`src/rtl/pps_pkg.sv`:
```
package pps_pkg;
  typedef enum logic [2:0] {
    ST_FIN_AB  = 3'd0,
    ST_PREP_A  = 3'd1,
    ST_INT_A   = 3'd2,
    ST_INTB_MA = 3'd3,
    ST_INTA_MB = 3'd4,
    ST_INT_B   = 3'd5,
    ST_PREP_B  = 3'd6,
    ST_FIN_BA  = 3'd7
  } pps_state_t;

  localparam logic SIDE_A = 1'b0;
  localparam logic SIDE_B = 1'b1;
endpackage

```
`src/rtl/pps_next.sv`:
```
module pps_next
  import pps_pkg::*;
(
  input  pps_state_t st,
  input  logic       pend,
  input  logic       sel_hi,
  input  logic       busy_eff,
  input  logic       side_q,
  output pps_state_t st_n,
  output logic       pend_n,
  output logic       start_n,
  output logic       side_n
);
  always_comb begin
    st_n    = st;
    pend_n  = pend;
    start_n = 1'b0;
    side_n  = side_q;
    unique case (st)
      ST_INT_A: begin
        if (!sel_hi) begin
          st_n = ST_INTB_MA; start_n = 1'b1; side_n = SIDE_A;
        end
      end
      ST_INT_B: begin
        if (sel_hi) begin
          st_n = ST_INTA_MB; start_n = 1'b1; side_n = SIDE_B;
        end
      end
      ST_INTB_MA: begin
        if (sel_hi) begin
          if (busy_eff) begin
            st_n = ST_FIN_AB; pend_n = 1'b1;
          end else begin
            st_n = ST_INTA_MB; start_n = 1'b1; side_n = SIDE_B;
          end
        end else if (!busy_eff) begin
          st_n = ST_INT_B;
        end
      end
      ST_INTA_MB: begin
        if (!sel_hi) begin
          if (busy_eff) begin
            st_n = ST_FIN_BA; pend_n = 1'b1;
          end else begin
            st_n = ST_INTB_MA; start_n = 1'b1; side_n = SIDE_A;
          end
        end else if (!busy_eff) begin
          st_n = ST_INT_A;
        end
      end
      ST_FIN_AB: begin
        if (!busy_eff) begin
          if (pend) begin
            pend_n = 1'b0; start_n = 1'b1; side_n = SIDE_B;
          end else begin
            st_n = ST_PREP_A;
          end
        end
      end
      ST_FIN_BA: begin
        if (!busy_eff) begin
          if (pend) begin
            pend_n = 1'b0; start_n = 1'b1; side_n = SIDE_A;
          end else begin
            st_n = ST_PREP_B;
          end
        end
      end
      ST_PREP_A: begin
        if (!busy_eff && sel_hi) st_n = ST_INT_A;
      end
      ST_PREP_B: begin
        if (!busy_eff && !sel_hi) st_n = ST_INT_B;
      end
      default: st_n = st;
    endcase
  end
endmodule

```
`src/rtl/pps_decode.sv`:
```
module pps_decode
  import pps_pkg::*;
(
  input  pps_state_t st,
  output logic       en_a,
  output logic       en_b,
  output logic       cont
);
  always_comb begin
    en_a = 1'b0;
    en_b = 1'b0;
    cont = 1'b0;
    unique case (st)
      ST_INT_A, ST_INTA_MB: begin en_a = 1'b1; cont = 1'b1; end
      ST_INT_B, ST_INTB_MA: begin en_b = 1'b1; cont = 1'b1; end
      default: ;
    endcase
  end
endmodule

```
`src/rtl/pingpong_int_seq.sv`:
```
module pingpong_int_seq
  import pps_pkg::*;
(
  input  logic clk,
  input  logic rst,
  input  logic conv_sel,
  input  logic meas_busy,
  output logic int_en_a,
  output logic int_en_b,
  output logic meas_start,
  output logic meas_side,
  output logic cont_mode
);
  pps_state_t st_q, st_n;
  logic pend_q, pend_n, start_n, side_n, side_q;
  logic busy_eff;

  // The engine may raise busy one cycle after the request: mask that gap.
  assign busy_eff = meas_busy | meas_start;

  pps_next u_next (
    .st       (st_q),
    .pend     (pend_q),
    .sel_hi   (conv_sel),
    .busy_eff (busy_eff),
    .side_q   (side_q),
    .st_n     (st_n),
    .pend_n   (pend_n),
    .start_n  (start_n),
    .side_n   (side_n)
  );

  always_ff @(posedge clk) begin
    if (rst) begin
      st_q       <= conv_sel ? ST_FIN_AB : ST_FIN_BA;
      pend_q     <= 1'b0;
      meas_start <= 1'b0;
      side_q     <= SIDE_A;
    end else begin
      st_q       <= st_n;
      pend_q     <= pend_n;
      meas_start <= start_n;
      side_q     <= side_n;
    end
  end

  assign meas_side = side_q;

  pps_decode u_dec (
    .st   (st_q),
    .en_a (int_en_a),
    .en_b (int_en_b),
    .cont (cont_mode)
  );

  AST_RESET_HALT: assert property (@(posedge clk) disable iff (rst)
    $past(rst) |-> (!int_en_a && !int_en_b && !cont_mode));

  AST_ONE_SIDE: assert property (@(posedge clk) disable iff (rst)
    !(int_en_a && int_en_b) && (cont_mode == (int_en_a || int_en_b)));

  AST_SWITCH_TO_B: assert property (@(posedge clk) disable iff (rst)
    (st_q == ST_INT_A && !conv_sel) |=> (int_en_b && meas_start && !meas_side));

  AST_SWITCH_TO_A: assert property (@(posedge clk) disable iff (rst)
    (st_q == ST_INT_B && conv_sel) |=> (int_en_a && meas_start && meas_side));

  AST_STALL_HALT: assert property (@(posedge clk) disable iff (rst)
    (st_q == ST_INTB_MA && conv_sel && meas_busy) |=> (!int_en_a && !int_en_b && !cont_mode));

  AST_PREP_WAIT: assert property (@(posedge clk) disable iff (rst)
    (st_q == ST_PREP_A && !conv_sel) |=> (!int_en_a && !int_en_b));

  AST_START_MASK: assert property (@(posedge clk) disable iff (rst)
    (meas_start && st_q == ST_INTB_MA && !conv_sel) |=> (st_q == ST_INTB_MA));

  AST_START_ONE_CYCLE: assert property (@(posedge clk) disable iff (rst)
    meas_start |=> !meas_start);

  AST_LEVEL_HOLD: assert property (@(posedge clk) disable iff (rst)
    (st_q == ST_INT_A && conv_sel) |=> (int_en_a && !meas_start));
endmodule

```
`config.mk`:
```
export PLATFORM = sky130hd
export DESIGN_NAME = pingpong_int_seq
export DESIGN_NICKNAME = d
export VERILOG_FILES = /design/src/rtl/pps_pkg.sv /design/src/rtl/pps_next.sv /design/src/rtl/pps_decode.sv /design/src/rtl/pingpong_int_seq.sv
export SDC_FILE = /design/constraint.sdc
export NUM_CORES = 1
export LEC_CHECK = 0
export BUFFER_PORTS_ARGS = -buffer_cell sky130_fd_sc_hd__buf_2
export CORE_AREA = 5 5 42 44
export CTS_BUF_LIST = sky130_fd_sc_hd__clkbuf_8
export CTS_CLUSTER_SIZE = 30
export DETAILED_ROUTE_END_ITERATION = 7
export DIE_AREA = 0 0 47 49
export GPL_ROUTABILITY_DRIVEN = 0
export PLACE_DENSITY_LB_ADDON = 0.05
export SETUP_SLACK_MARGIN = 0.2
export SLEW_MARGIN = 10
export SYNTH_ARGS = -nofsm -noshare
export SYNTH_HDL_FRONTEND = slang
export SYNTH_HIERARCHICAL = 1
export SYNTH_SLANG_ARGS = --single-unit
export TNS_END_PERCENT = 5
```
`constraint.sdc`:
```
create_clock -name clk -period 1.36 [get_ports clk]
set_clock_uncertainty 0.05 [all_clocks]
set_input_delay 0.136 -clock clk [delete_from_list [all_inputs] [get_ports clk]]
set_output_delay 0.136 -clock clk [all_outputs]
set_load 0.01 [all_outputs]
```
==> impl_metrics.csv <==
group,metric,value,unit
routing,ant_nets,0,
power,ir_drop,0.000776,V
routing,post_drt_wl_per_cell,13.8,µm
final_layout,design_area,798,µm²
clock_tree,clk_pin_slew,40,ps
final_layout,areaGrowthSynthToFinish,31.8,%
placement,placed_cell_area,692,µm²
final_layout,layout.nets,105,
synth,yosysMostFrequentCell,"a21oi_1",
critical_path,crit_end,"st_q[0]",
placement,dpl.hpwl,1090,µm
final_layout,fill_cells,142,
run_status,violations,"setup timing",
synth,synth_top_cells_by_count,"a21oi_1, nand2_1, dfxtp_1, nor2_1, nor2b_1",
critical_path,critical-path-max-stage-delay,370,ps
sta,relSlewSlack,74.3,%
floorplanning,rows,14,
run_status,status,"complete, but fails checks",
clock_tree,cts_root_buffer,"clkbuf_8",
grt,grt_pass1_vias,641,
floorplanning,core_area,0.00140,mm²
synth,synthTopCellsByArea,"dfxtp_1, a21oi_1, buf_6, nor2b_1, buf_4",
critical_path,crit_start,"st_q[2]",
grt,grt_max_degree,11,
power,power_switching,448,µW
sta,worstMarginPinSlew,385,ps
sta,drv_slew,0,
sta,rsz0062_at_grt,"true",
critical_path,startpoint_type,"flop",
clock_tree,cts_htree_levels,1,
critical_path,worstPathMaxFanout,9,
synth,yosys.area.top_type,"dfxtp_1",
grt,antenna_found_initial,0,
routing,drt-total-wl,1590,µm
power,pwr-share-comb,51.4,%
sta,fmax,719,MHz
critical_path,r2r_end,"st_q[0]",
clock_tree,clock_latency,230,ps
sta,fin_ws,-30.1,ps
synth,synth_area_per_cell,7.21,µm²
routing,top_layer_used,"met4",
clock_tree,cts_hold_buf,0,
power,power_density,1440,mW/mm²
clock_tree,cts_num_sinks,6,
min_path,whs_path_depth,2,
floorplanning,die_y,49,µm
placement,port_buffers,8,
sta,period_minus_slack,1390,ps
floorplanning,io_pins,9,
clock_tree,cts_buffer_depth,2,
critical_path,path_buf_inv,1,
grt,track_usage,16.5,%
run,cap_violations,0,
critical_path,reg2reg_slack,-30,ps
synth,synth_seq_cells,6,
synth,asyncSetResetFlopFracSynth,0,%
critical_path,critPathKind,"reg2reg",
floorplanning,start_util,43.2,%
critical_path,crit_required,1470,ps
routing,viasPerCell,5.77,
routing,num_vias,664,
synth,synthFlopType,"dfxtp_1",
floorplanning,die_area,0.00230,mm²
routing,met1_length,683,µm
final_layout,drive_above_1_share,39.4,%
synth,syn-cell-area,606,µm²
final_layout,diodes,0,
synth,syn_nets,88,
sta,holdWs,145,ps
grt,grt_remaining_overflow,0,
routing,wl_met3,65,µm
synth,ys_seq_area_share,19.8,%
clock_tree,cts_tree,"yes",
critical_path,cp-end-kind,"flop",
critical_path,cp_slowest_cell,"dfxtp_4",
min_path,hp-class,"in2reg",
routing,wl_met2,798,µm
critical_path,reg2reg_depth,7,
power,switching_share,38.9,%
power,p_leak,0.339,nW
power,p_int,702,µW
routing,drc,0,
sta,hold_viol,0,
power,clock_power_share,23.6,%
synth,synth_edf_count,0,
critical_path,arrival,1500,ps
critical_path,cp_top_family,"compound AO/OA/AOI/OAI gates",
clock_tree,cts_buffers,3,
synth,synth_warnings,6,
routing,firstDrtPassIters,4,
routing,drt_iter0_markers,10,
power,power.share.sequential,25.0,%
sta,setup_viol,5,
critical_path,r2r_start,"st_q[2]",
synth,synthDistinctLibCells,36,
floorplanning,die_x,47,µm
critical_path,cp.depth,7,
critical_path,crit_chain,"buf_6 > a21o_1 > a221oi_2 > a211oi_2 > nor3_2 > nor2_1 > a21oi_1",
synth,synth_top_area_share,19.8,%
synth,syn_inst,84,
sta,fin_crit_sh,102,%
grt,grt_pass1_wl,2720,µm
-- layout by cell type, fill, tap and decap left out, types with 5 or more instances in the layout --
| master | n |
|---|---|
| nand2_1 | 8 |
| a21oi_1 | 7 |
| buf_4 | 10 |
| nor2_1 | 6 |
| nor2b_1 | 5 |
| buf_2 | 8 |
-- cells by family (layout without fill, tap and decap cells) --
group,Yosys count,in the layout,synth area share (%)
buffers and inverters,13,28,14.7
AND/OR/NAND/NOR,35,35,31.2
multiplexers,1,1,1.65
flip-flops,6,6,19.8
XOR/XNOR,2,2,2.89
AO/OA/AOI/OAI,27,27,29.8
-- area by class of cell --
type / count / area, µm² / share of cell area, %
timing repair buffer: 21 / 149 / 18.7
clock buffer: 3 / 41.3 / 5.17
multi-input combinational: 65 / 442 / 55.3
tap: 16 / 20.0 / 2.51
inverter: 4 / 17.5 / 2.19
sequential: 6 / 129 / 16.1
-- worst min-delay path by stage --
| stage | from | endpoint |
|---|---|---|
| after floorplan | conv_sel | st_q[2] |
| after global placement | rst | meas_start |
| after detailed placement | rst | meas_start |
| after CTS | rst | meas_start |
| after global routing | rst | meas_start |
| final | rst | meas_start |
-- repair_timing --
item	CTS	global route
endpoints found under the hold margin	0	0
endpoints found under the setup margin	9	9
setup buffers	2	0
pin swaps	2	0
gates resized for setup	10	5
-- layer usage --
metal / GRT usage (%) / up-vias
li1: - / 331
met1: 17.8 / 313
met2: 26.5 / 15
met3: 5.54 / 5
met4: 9.68 / 0
met5: 0 / -
-- registers in the layout, indices dropped and copies added, names as in the netlist --
name        flops
st_q            3
meas_side       1
meas_start      1
pend_q          1
-- power groups by stage --
| stage | clock network (mW) | logic, mW | registers, mW |
|---|---|---|---|
| 2_1_floorplan | 0 | 0.412 | 0.255 |
| 3_3_place_gp | 0 | 0.503 | 0.288 |
| 3_5_place_dp | 0 | 0.503 | 0.286 |
| 4_1_cts | 0.283 | 0.553 | 0.285 |
| 5_1_grt | 0.297 | 0.652 | 0.293 |
| 6_report | 0.272 | 0.591 | 0.288 |
-- through the flow --
stage	setup TNS [ps]	utilization (%)	setup WS (ps)	power [mW]	instances
floorplan	0	-	50.1	0.668	84
global placement	-91.8	49.4	-39.8	0.791	110
detailed placement	-82.6	49.4	-44.7	0.789	110
CTS	-17.3	55.4	-17.3	1.12	115
global route	-466	57.0	-109	1.24	115
finish	-82.2	57.0	-30.1	1.15	115
(Power assumes the default switching activity.)
